### config.mk
export PLATFORM = sky130hd
export DESIGN_NAME = ppio_port
export DESIGN_NICKNAME = d
export VERILOG_FILES = /design/src/rtl/ppio_port.sv
export SDC_FILE = /design/constraint.sdc
export NUM_CORES = 1
export LEC_CHECK = 0
export ABC_CLOCK_PERIOD_IN_PS = 3400
export BUFFER_PORTS_ARGS = -buffer_cell sky130_fd_sc_hd__clkbuf_2
export CORE_AREA = 2 2 67 69
export DETAILED_ROUTE_END_ITERATION = 8
export DIE_AREA = 0 0 69 71
export GPL_TIMING_DRIVEN = 1
export PLACE_DENSITY = 0.75
export SLEW_MARGIN = 20
export SYNTH_ARGS = -nofsm -noshare
export SYNTH_HDL_FRONTEND = slang
export SYNTH_SLANG_ARGS = --single-unit
export TNS_END_PERCENT = 50
### constraint.sdc
create_clock -name clk -period 3.4 [get_ports clk]
set_input_delay 0.51 -clock clk [delete_from_list [all_inputs] [get_ports clk]]
set_output_delay 0.51 -clock clk [all_outputs]
set_load 0.02 [all_outputs]
### src/rtl/ppio_port.sv
module ppio_port #(
  parameter int W = 8
) (
  input  logic         clk,
  input  logic         rst,
  input  logic         cs_n,
  input  logic         rd_n,
  input  logic         wr_n,
  input  logic [1:0]   addr,
  input  logic [W-1:0] data_in,
  output logic [W-1:0] data_out,
  output logic         data_oe,
  input  logic [W-1:0] pa_in,
  output logic [W-1:0] pa_out,
  output logic         pa_oe,
  input  logic [W-1:0] pb_in,
  output logic [W-1:0] pb_out,
  output logic         pb_oe,
  input  logic [W-1:0] pc_in,
  output logic [W-1:0] pc_out,
  output logic [W-1:0] pc_oe
);
  localparam int H = W / 2;

  logic         wr_en, rd_en;
  logic         drv_a, drv_b, drv_cu, drv_cl;
  logic [1:0]   mode_a;
  logic [W-1:0] lat_a, lat_b, lat_c;
  logic         c_hi_res;
  logic [H-1:0] rd_cu, rd_cl;

  assign wr_en = !cs_n && !wr_n && rd_n;
  assign rd_en = !cs_n && !rd_n && wr_n;

  always_ff @(posedge clk) begin
    if (rst) begin
      drv_a  <= 1'b0;
      drv_b  <= 1'b0;
      drv_cu <= 1'b0;
      drv_cl <= 1'b0;
      mode_a <= '0;
      lat_a  <= '0;
      lat_b  <= '0;
      lat_c  <= '0;
    end else if (wr_en) begin
      case (addr)
        2'd0: lat_a <= data_in;
        2'd1: lat_b <= data_in;
        2'd2: lat_c <= data_in;
        default: if (data_in[7]) begin
          mode_a <= data_in[6:5];
          drv_a  <= !data_in[4];
          drv_cu <= !data_in[3];
          drv_b  <= !data_in[1];
          drv_cl <= !data_in[0];
        end
      endcase
    end
  end

  assign c_hi_res = (mode_a != 2'd0);

  assign pa_out = lat_a;
  assign pb_out = lat_b;
  assign pc_out = lat_c;
  assign pa_oe  = drv_a;
  assign pb_oe  = drv_b;
  assign pc_oe  = {{H{drv_cu && !c_hi_res}}, {H{drv_cl}}};

  assign rd_cu = c_hi_res ? '0 : (drv_cu ? lat_c[W-1:H] : pc_in[W-1:H]);
  assign rd_cl = drv_cl ? lat_c[H-1:0] : pc_in[H-1:0];

  assign data_oe = rd_en && (addr != 2'd3);

  always_comb begin
    data_out = '0;
    if (data_oe) begin
      case (addr)
        2'd0:    data_out = drv_a ? lat_a : pa_in;
        2'd1:    data_out = drv_b ? lat_b : pb_in;
        default: data_out = {rd_cu, rd_cl};
      endcase
    end
  end
endmodule


==> results.md, run 1 <==
- The run finished with clean final reports.
- The repair_antennas step left the layout with diodes totalling 0.
- For this run, the top clock speed supported by timing is 420 MHz.
- The number of search-and-repair iterations in the first detailed-routing pass is 4.
- The core footprint is 4200 sq um.
- In this design, the stage delay of the slowest critical-path cell is 0.68 ns.
- The worst hold slack is 0.491 ns.
- The met1 wire length is 2160 um.
- The adder and majority cell fraction of the synthesized area is 0.
- The floorplan step defined a die boundary enclosing 4900 sq um.
- The detailed router used layers up to and including met4.
- The kind of end point of the critical path is an output port.
- The clock arrives with 0 ns of skew.
- The number of top-level design ports is 82.
- Traced cell by cell, the critical path runs through mux2_2, a22oi_1, a21oi_1, clkbuf_2.
- The sum of negative setup slack is 0 ns.
- After detailed routing, the met2 layer carries 2160 um of wire.
- The number of levels the H-tree was split into is 2.
- The number of global-route vias before repair is 1,619.
- TritonCTS built the clock tree.
- The final hold violation count is 0.
- In the routed layout, each cell is associated on average with a via count of 5.33.
- The finished cells cover 2240 sq um.
- The buffers plus inverters on the worst setup path is 1.
- From synthesis to final layout, the design area changed by 24.0%.
- The detailed router's first-iteration violation count is 72.
- Setup repair after global routing left no endpoint under its margin.
- The remaining antenna violation count is 0.
- The root cell of the clock tree is sky130_fd_sc_hd__clkbuf_8.
- The number of buffers added by the clock tree synthesis step is 5.
- The number of max-slew violations in the final report was 0.
- Once placement finished, the instance area stood at 2160 sq um.
- The post-layout net count is 306.
- Of the total synthesized cell area, the portion taken by XOR and XNOR cells is 0.
- The ratio of total power to cell area is 337 nW/um^2.
- After clock tree synthesis, the flow added hold-fix buffers numbering 0.
- The netlist area before placement is 1810 sq um.
- The latest clock arrival within the worst-skew pair is 0.28 ns.
- The die is 69 um wide.
- Detailed routing inserted a total of 1,696 vias.
- The share of synthesized area in the top cell type comes to 0.333.
- At the end of routability-driven placement, the weighted congestion stood at 0.832.
- Input and output buffers added on the ports amount to 81.
- The final count of negative-setup-slack endpoints is 0.
- After synthesis, the share of cell area in mux cells is 0.252.
- Data arrives at the worst endpoint at 1.87 ns.
- The slowest cell on the critical path is sky130_fd_sc_hd__dfxtp_1.
- The number of max-cap violations is 0.
- Clock-pin slew was measured on the worst setup and hold paths at 0.06 ns.
- The post-cts gate resize count is 0.
- The type of the setup path with the least slack is reg -> out.
- In the final layout, the share of cells above drive strength 1 is 0.383.
- Entering global routing, the biggest net connects 39 pins.
- The number of buffers on the longest clock path is 2.
- After layout, the minimum clock period comes to 2.38 ns.
- The required time of the critical path is 2.89 ns.
- The initialized floorplan defines 24 standard-cell rows.
- The die is 71 um tall.
- The detailed-route wire length is 4770 um.
- Dividing the final minimum period by the clock period gives 0.701.
- The post-synthesis sequential element count is 30.
- For this configuration, the core starts out at a cell density of 0.429.
- The wire-length estimate of the detail-placed layout is 3660 um.
- The post-synthesis compound-gate area fraction came to 0.128.
- After detailed routing, the number of remaining DRC violations is 0.
- Of the total synthesized cell area, the portion taken by AND, OR, NAND and NOR gates is 0.220.
- The largest total area in the synthesized netlist belongs to sky130_fd_sc_hd__dfxtp_1.
- Counting every net in the synthesized netlist gives 240.
- Of the synthesized area, sequential elements account for 0.333.
- The initial antenna violation count was 0.
- Global routing finished with a remaining overflow of 0.
- At the placement stage, the worst setup path has a slack of 1.04 ns.
- Headroom to the max-slew limit came out at 0.592.
- Wire segments on met3 add up to 372 um in the final route.
- Across every metal layer, demand over resource in global routing totals 0.198.
- In this run, distinct cell masters in the synthesized netlist total 28.
- At the pin with the least slew margin, the transition time is 0.612 ns.
- A synthesized cell averages 8.98 sq um.
- The number of warnings issued by yosys is 0.
- The tightest min-delay check is of the reg -> reg type.
- The number of clock sinks is 30.
- By area, the combinational part of the netlist is dominated by multiplexers.
- The first global-routing pass estimated 7780 um of wire.
- The worst setup slack after layout is 1.02 ns.
- VDD sags by at most 0.000165 V.
- Sorting the synthesized cells by area gives the leading types as sky130_fd_sc_hd__dfxtp_1 33%, sky130_fd_sc_hd__mux2i_1 18%, sky130_fd_sc_hd__nand2b_1 8.7%, sky130_fd_sc_hd__mux2_2 7.5%, sky130_fd_sc_hd__a21oi_1 5.0%.
- The family with the most delay on the worst path is flip-flops.
- After clock tree synthesis, the setup repair step added 0 buffers.
- The type of element launching the critical path is a register.
- After technology mapping, the gate count stands at 201.
- The maximum net fanout on the critical path is 10.
- Overall power consumption after layout is estimated at 754 uW.
- The final routed wire length divided by cell count is 15.0 um.
- The static power due to leakage is 1.02 nW.
==> cell usage after synthesis <==
master and n:
sky130_fd_sc_hd__a21oi_1 18, sky130_fd_sc_hd__a22oi_1 4, sky130_fd_sc_hd__and2_1 1, sky130_fd_sc_hd__buf_1 1
sky130_fd_sc_hd__buf_2 2, sky130_fd_sc_hd__buf_4 7, sky130_fd_sc_hd__buf_6 1, sky130_fd_sc_hd__clkbuf_1 11
sky130_fd_sc_hd__dfxtp_1 30, sky130_fd_sc_hd__inv_1 1, sky130_fd_sc_hd__mux2_2 12, sky130_fd_sc_hd__mux2i_1 32
sky130_fd_sc_hd__nand2_1 9, sky130_fd_sc_hd__nand2b_1 25, sky130_fd_sc_hd__nand3_1 11, sky130_fd_sc_hd__nand3b_1 1
sky130_fd_sc_hd__nand4bb_1 1, sky130_fd_sc_hd__nor2_1 2, sky130_fd_sc_hd__nor2b_1 2, sky130_fd_sc_hd__nor3_2 1
sky130_fd_sc_hd__nor3b_1 2, sky130_fd_sc_hd__nor3b_2 1, sky130_fd_sc_hd__nor3b_4 1, sky130_fd_sc_hd__nor4bb_1 1
sky130_fd_sc_hd__o211a_1 4, sky130_fd_sc_hd__o21ai_0 14, sky130_fd_sc_hd__or3_1 5, sky130_fd_sc_hd__or3b_1 1
==> logic make-up after synthesis <==
| logic type | Yosys count |
|---|---|
| muxes | 44 |
| DFF | 30 |
| and+or+nand+nor | 64 |
| buffers and inverters | 23 |
| AOI/OAI and AO/OA | 40 |
==> routing by layer <==
layer,global-route usage,vias up
li1,-,835
met1,0.261,782
met2,0.314,71
met3,0.0570,8
met4,0.0654,0
met5,0,-
==> report_power, final <==
| part | switching, mW | total [mW] | internal, mW |
|---|---|---|---|
| combinational | 0.0620 | 0.111 | 0.0489 |
| clock | 0.127 | 0.283 | 0.156 |
| sequential | 0.00406 | 0.360 | 0.356 |
| total | 0.193 | 0.754 | 0.560 |
==> placed cells by master (no fill, tap or decap), types with 4 or more instances in the layout <==
master,n
sky130_fd_sc_hd__dfxtp_1,30
sky130_fd_sc_hd__clkbuf_2,81
sky130_fd_sc_hd__nand3_1,11
sky130_fd_sc_hd__or3_1,5
sky130_fd_sc_hd__a22oi_1,4
sky130_fd_sc_hd__mux2_2,12
sky130_fd_sc_hd__nand2_1,9
sky130_fd_sc_hd__nand2b_1,25
sky130_fd_sc_hd__o211a_1,4
sky130_fd_sc_hd__clkbuf_8,6
sky130_fd_sc_hd__a21oi_1,18
sky130_fd_sc_hd__o21ai_0,14
sky130_fd_sc_hd__mux2i_1,32
==> cell type report <==
class	count	area (sq um)
clock buffers	6	82.6
fillers	420	1960
inverters	1	3.75
multi-input cells	148	1080
flip-flops and latches	30	601
well taps	52	65.1
repair buffers	81	405
==> worst reg2reg max path, delay by kind of cell, from the launching register on <==
family             cells  cell delay [ns]
DFF                    1             0.68
AOI/OAI and AO/OA      2             0.34
==> sequential cells by signal, indices dropped and copies added, names as in the netlist <==
register,flops
mode_a,2
pa_oe,1
pc_out,8
pb_out,8
pb_oe,1
drv_cl,1
pa_out,8
drv_cu,1
==> final timing paths <==
check / slack [ns] / depth (start not counted) / startpoint / endpoint
setup / recovery: 1.02 / 4 / pb_oe$_SDFFE_PP0P_ / data_out[4]
hold / removal: 0.49 / 2 / pa_out[7]$_SDFFE_PP0P_ / pa_out[7]$_SDFFE_PP0P_
setup reg to reg: 2.30 / 2 / pb_oe$_SDFFE_PP0P_ / pb_oe$_SDFFE_PP0P_
hold reg to reg: 0.49 / 2 / pa_out[7]$_SDFFE_PP0P_ / pa_out[7]$_SDFFE_PP0P_
==> metrics by stage <==
stage | instances | utilization
after global placement | 312 | 0.513
after CTS | 318 | 0.533
final | 318 | 0.533
after detailed placement | 312 | 0.513
after floorplan | 201 | -
after global routing | 318 | 0.533
(Power assumes the default switching activity.)
==> run 2: changes to the inputs <==
--- a/config.mk
+++ b/config.mk
@@ -5,7 +5,7 @@
 export SDC_FILE = /design/constraint.sdc
 export NUM_CORES = 1
 export LEC_CHECK = 0
-export ABC_CLOCK_PERIOD_IN_PS = 3400
+export ABC_CLOCK_PERIOD_IN_PS = 2200
 export BUFFER_PORTS_ARGS = -buffer_cell sky130_fd_sc_hd__clkbuf_2
 export CORE_AREA = 2 2 67 69
 export DETAILED_ROUTE_END_ITERATION = 8
==> constraint.sdc (replaced) <==
create_clock -name clk -period 2.2 [get_ports clk]
set_input_delay 0.33 -clock clk [delete_from_list [all_inputs] [get_ports clk]]
set_output_delay 0.33 -clock clk [all_outputs]
set_load 0.02 [all_outputs]
==> results.md, run 2 (same netlist as run 1, synthesis figures left out) <==
- In this run, CTS created clock tree buffers numbering 5.
- Across the routed clock network, the largest skew measured is 0 ns.
- The die boundary width is 69 um.
- In the layout the commonest cells are 81 x sky130_fd_sc_hd__clkbuf_2, 32 x sky130_fd_sc_hd__mux2i_1, 29 x sky130_fd_sc_hd__dfxtp_1.
- Gates resized during post-CTS repair numbered 0.
- Grouping stages by cell kind, the critical path spends the most delay in flip-flops.
- Setup repair after global routing left no endpoint under its margin.
- The setup fix buffers added after clock tree synthesis is 0.
- Clock tree synthesis found a total of 30 sinks.
- The critical path arrival is 1.72 ns.
- The clock passes through at most 2 buffers.
- Row generation in the floorplan step produced 24 rows.
- The area of placed instances is 2190 sq um.
- The maximum net fanout on the critical path is 6.
- The maximum vdd drop is 0.000272 V.
- The die covers 4900 sq um.
- The fraction of the cycle the final worst path needs is 0.933.
- The number of max-cap violations is 0.
- The leading cell type in the layout, fill and taps excluded is sky130_fd_sc_hd__clkbuf_2.
- The initial antenna violation count is 0.
- For the worst-skew pair, the clock arrives at the later sink with an insertion delay of 0.27 ns.
- The wire length of the first global-routing pass is 7800 um.
- The worst setup slack after placement is 0.331 ns.
- The run finished with clean final reports.
- CTS placed an instance of sky130_fd_sc_hd__clkbuf_8 at the clock tree root.
- By startpoint and endpoint, the worst setup path is classified as reg -> out.
- The final routed wire length divided by cell count is 14.5 um.
- The worst hold path belongs to the class in -> reg.
- The detailed router's first-iteration violation count is 73.
- During I/O placement, the number of pins put on the boundary was 82.
- After clock tree synthesis, the clock-pin slew on the worst setup and hold paths is 0.06 ns.
- The final estimated routing congestion in global placement is 0.835.
- The final hold violation count was 0.
- In this run the tightest slew margin relative to its limit is 0.593.
- The number of hold buffers added after cts is 0.
- The number of global-route vias before repair is 1,650.
- The time the final worst path needs with I/O delays and setup is 2.05 ns.
- The core footprint is 4200 sq um.
- The buffers plus inverters on the worst setup path is 2.
- The repair_antennas step left the layout with diodes totalling 0.
- The slowest cell on the critical path is sky130_fd_sc_hd__dfxtp_1.
- The longest individual stage delay on the worst path is 0.49 ns.
- The type of element launching the critical path is a register.
- Entering global routing, the biggest net connects 39 pins.
- Summed over all layers, the routed wires come to 4700 um.
- The sum of negative setup slack is 0 ns.
- TritonCTS built the clock tree.
- The number of search-and-repair iterations in the first detailed-routing pass is 4.
- Setup slack on the critical path of the routed design comes to 0.147 ns.
- The ratio of cells with drive above 1 in the final layout is 0.391.
- The half-perimeter wire length after placement is 3650 um.
- The initial utilization of the core area, before any placement, comes to 0.429.
- For this run the aggregate overflow at the end of global routing stands at 0.
- In this run the number of H-tree levels came out at 2.
- The final route contains 1,709 vias.
- The overall fraction of global-route tracks in use is 0.196.
- The pin slew with the least headroom to its limit is 0.610 ns.
- For this design the ratio of total power to cell area is 501 nW/um^2.
- Based on the critical path, the design can be clocked at up to 487 MHz.
- In the final layout, flip-flops and latches occupy 602 sq um.
- The number of max-slew violations in the final report is 0.
- Compared with the post-synthesis result, the final layout area differs by 25.4%.
- The average via count per standard cell is 5.29.
- The final core utilization is 0.539.
- The kind of end point of the critical path is an output port.
- The required time of the critical path is 1.87 ns.
- In this run the remaining antenna-violating nets after routing total 0.
- The final count of negative-setup-slack endpoints is 0.
- Summing all multi-input logic gate instances after layout gives 1080 sq um.
- The filler cells instantiated in the layout total 419.
- Buffers placed on the I/O ports in this run total 81.
- The static power due to leakage is 1.04 nW.
- Measured along the y axis, the die boundary spans 71 um.
- The final layout contains 310 nets.
- In the routed design, unresolved DRC markers number 0.
- Walking the worst path, the cells encountered are buf_4, mux2_2, a22oi_1, a21oi_1, clkbuf_2.
- Summing all non-filler instances in the final layout gives an area of 2260 sq um.
==> run 2: area by class of cell <==
class,count,area share
Sequential cell,30,0.266
Clock buffer,7,0.0337
Inverter,1,0.00166
Multi-Input combinational cell,148,0.478
Tap cell,52,0.0287
Timing Repair Buffer,85,0.192
==> run 2: tightest hold or removal path, delay by kind of cell <==
kind                   cells  cell delay (ns)
AO/OA/AOI/OAI              1             0.05
buffers and inverters      1             0.10
AND/OR/NAND/NOR            1             0.06
==> run 2: path summary, 6_finish.rpt <==
kind,from,endpoint,slack (ns),cells after the start
max,pa_oe$_SDFFE_PP0P_,data_out[5],0.15,5
min,data_in[2],pc_out[2]$_SDFFE_PP0P_,0.32,3
max reg2reg,pa_oe$_SDFFE_PP0P_,pa_oe$_SDFFE_PP0P_,1.16,3
min reg2reg,pc_out[5]$_SDFFE_PP0P_,pc_out[5]$_SDFFE_PP0P_,0.49,2
==> run 2: per-stage QoR <==
step           total power [mW]  hold slack (ns)  instances
2_1_floorplan             0.673            0.467        201
3_3_place_gp              0.741            0.476        316
3_5_place_dp              0.743            0.485        316
4_1_cts                    1.15            0.312        323
5_1_grt                    1.18            0.343        323
6_report                   1.14            0.321        323
==> run 2: metal layers <==
metal / global-route usage / up-vias / routed length, um
met5: 0 / - / 0
met4: 0.0588 / 0 / 24
met3: 0.0399 / 2 / 306
met2: 0.323 / 73 / 2230
met1: 0.259 / 793 / 2130
li1: - / 841 / -
==> run 2: where the power goes <==
group / switching, mW / internal (mW) / total, mW
Combinational: 0.0964 / 0.0789 / 0.175
Clock: 0.187 / 0.217 / 0.404
Sequential: 0.00614 / 0.550 / 0.556
Total: 0.290 / 0.846 / 1.14
==> run 3: changes to the inputs <==
--- a/config.mk
+++ b/config.mk
@@ -5,13 +5,15 @@
 export SDC_FILE = /design/constraint.sdc
 export NUM_CORES = 1
 export LEC_CHECK = 0
+export ABC_AREA = 0
 export ABC_CLOCK_PERIOD_IN_PS = 2200
 export BUFFER_PORTS_ARGS = -buffer_cell sky130_fd_sc_hd__clkbuf_2
-export CORE_AREA = 2 2 67 69
+export CORE_AREA = 2 2 65 67
 export DETAILED_ROUTE_END_ITERATION = 8
-export DIE_AREA = 0 0 69 71
+export DIE_AREA = 0 0 67 69
 export GPL_TIMING_DRIVEN = 1
-export PLACE_DENSITY = 0.75
+export MAX_ROUTING_LAYER = met4
+export PLACE_DENSITY = 0.79
 export SLEW_MARGIN = 20
 export SYNTH_ARGS = -nofsm -noshare
 export SYNTH_HDL_FRONTEND = slang
==> results.md, run 3 (same netlist as run 1, synthesis figures left out) <==
- The flow ran to the end, and the final reports show no timing, DRC or antenna violations.
- The number of max-cap violations is 0.
- The time the final worst path needs with I/O delays and setup is 1.98 ns.
- The final hold violation count is 0.
- The ratio of cells with drive above 1 in the final layout is 0.402.
- The wire-length estimate of the detail-placed layout is 3580 um.
- The worst-case IR drop observed on VDD is 0.000307 V.
- The total grt overflow is 0.
- Routability-driven placement finished with a final weighted congestion of 0.860.
- The headroom to the max-slew limit is 0.599.
- Among cell families on the critical path, the largest total delay comes from flip-flops.
- The achievable frequency is 504 MHz.
- The die boundary width is 67 um.
- The type of element launching the critical path is a register.
- Data on the critical path arrives at its endpoint at 1.65 ns.
- In the final timing run, aggregate negative setup slack is 0 ns.
- The initial antenna violation count is 0.
- At the end of the flow, the number of nets in the layout was 309.
- Walking the worst path, the cells encountered are mux2_2, a22oi_1, a21oi_1, clkbuf_2.
- Clock tree synthesis found a total of 30 sinks.
- The clock passes through at most 2 buffers.
- Setup violations remaining at the end of the flow were counted as 0.
- The path with the worst hold slack has its endpoint at pc_out[0]$_SDFFE_PP0P_.
- The leading cell type in the layout, fill and taps excluded is sky130_fd_sc_hd__clkbuf_2.
- Using the TritonRoute via totals, the vias-per-cell ratio works out to 5.37.
- The worst hold path stage count is 3.
- For this configuration, the core starts out at a cell density of 0.461.
- The longest individual stage delay on the worst path is 0.49 ns.
- In the layout the commonest cells are 81 x sky130_fd_sc_hd__clkbuf_2, 32 x sky130_fd_sc_hd__mux2i_1, 28 x sky130_fd_sc_hd__dfxtp_1.
- Dividing the final minimum period by the clock period gives 0.902.
- The worst register-to-register path has a depth of 2.
- The number of buffers added by the clock tree synthesis step is 5.
- The pre-antenna-repair detailed-routing pass consisted of 4 iterations.
- In the global route stage, overall resource usage came out at 0.216.
- The detailed router's first-iteration violation count is 111.
- The layout overhead on the synthesized area is 26.0%.
- The wire length of the first global-routing pass is 7530 um.
- The required time of the critical path is 1.87 ns.
- The worst register-to-register path has a setup slack of 1.25 ns.
- The remaining antenna violation count is 0.
- The critical path in this run is classified as reg -> out.
- In this run the static leakage power is 1.04 nW.
- The number of top-level design ports is 82.
- In the final routed layout, each cell accounts on average for 14.7 um.
- At the pin with the least slew margin, the transition time is 0.601 ns.
- The total vias in the final route is 1,723.
- The slowest stage of the critical path is the sky130_fd_sc_hd__dfxtp_2 cell.
- Clock-pin slew was measured on the worst setup and hold paths at 0.07 ns.
- The startpoint of the tightest hold check path is data_in[0].
- The TritonCTS clock tree is done.
- The detailed-route wire length is 4730 um.
- The reg-to-reg endpoint is drv_cl$_SDFFE_PP0P_.
- Setup repair after global routing left no endpoint under its margin.
- The area of the die is 4620 sq um.
- The antenna diode count is 0.
- The kind of end point of the critical path is an output port.
- The ratio of total power to cell area is 530 nW/um^2.
- The buffers plus inverters on the worst setup path is 1.
- The number of core rows is 23.
- The core footprint is 3910 sq um.
- The number of levels the H-tree was split into is 2.
- The largest net degree at the start of global routing is 39.
- The startpoint identified for the worst register-to-register timing path is drv_cl$_SDFFE_PP0P_.
- The maximum net fanout on the critical path is 10.
- The number of global-route vias before repair is 1,608.
- The final core utilization is 0.581.
- The later pin in the worst-skew pair is clocked with a latency of 0.29 ns.
- The number of max-slew violations in the final report is 0.
- The number of I/O port buffers is 81.
- The die is 69 um tall.
- The worst min-delay path category is in -> reg.
- After detailed routing, the number of remaining DRC violations is 0.
- The root buffer cell chosen for the clock tree is sky130_fd_sc_hd__clkbuf_8.
- On the final layout, the worst clock skew is 0 ns.
==> run 3: how the worst max path moves through the flow <==
stage	start	endpoint	cells after the start
2_1_floorplan	pb_oe$_SDFFE_PP0P_	data_out[4]	4
3_3_place_gp	pa_oe$_SDFFE_PP0P_	data_out[4]	4
3_5_place_dp	pa_oe$_SDFFE_PP0P_	data_out[4]	4
4_1_cts	pb_oe$_SDFFE_PP0P_	data_out[4]	4
5_1_grt	pa_oe$_SDFFE_PP0P_	data_out[6]	4
6_report	pb_oe$_SDFFE_PP0P_	data_out[4]	4
==> run 3: cell type report <==
class	count	area [sq um]
Inverter	1	3.75
Multi-Input combinational cell	148	1080
Timing Repair Buffer	84	428
Clock inverter	2	12.5
Tap cell	50	62.6
Clock buffer	6	82.6
Fill cell	382	1640
Sequential cell	30	603
==> run 3: through the flow <==
step / power (mW) / hold slack, ns / setup WS (ns) / instances / instance area (sq um)
2_1_floorplan: 0.673 / 0.467 / 0.373 / 201 / 1810
3_3_place_gp: 0.741 / 0.473 / 0.351 / 313 / 2180
3_5_place_dp: 0.743 / 0.477 / 0.351 / 313 / 2180
4_1_cts: 1.21 / 0.307 / 0.0330 / 321 / 2270
5_1_grt: 1.25 / 0.330 / 0.132 / 321 / 2270
6_report: 1.21 / 0.303 / 0.215 / 321 / 2270
==> run 3: timing repair <==
action | 4_1_cts | 5_1_grt
hold endpoints to repair | 0 | 0
setup endpoints to repair | 0 | 2
resized for setup | 0 | 2
hold buffers | 0 | 0
setup buffers | 0 | 0
==> run 3: metal layers <==
metal	vias to the layer above	routed length (um)	GRT usage
met1	786	2040	0.277
met5	-	0	-
met2	86	2250	0.338
met4	0	56	0.0544
li1	845	-	-
met3	6	382	0.0538
==> run 3: report_power, final <==
part | internal (mW) | switching (mW) | total [mW] | leakage, nW
clock | 0.251 | 0.224 | 0.475 | 0.0472
combinational | 0.0788 | 0.0965 | 0.175 | 0.754
sequential | 0.549 | 0.00622 | 0.556 | 0.243
total | 0.879 | 0.326 | 1.21 | 1.04
==> run 3: tightest hold or removal path: cells and delay by family <==
family,cells,cell delay (ns)
AOI/OAI and AO/OA,1,0.05
buffers and inverters,1,0.10
and+or+nand+nor,1,0.06
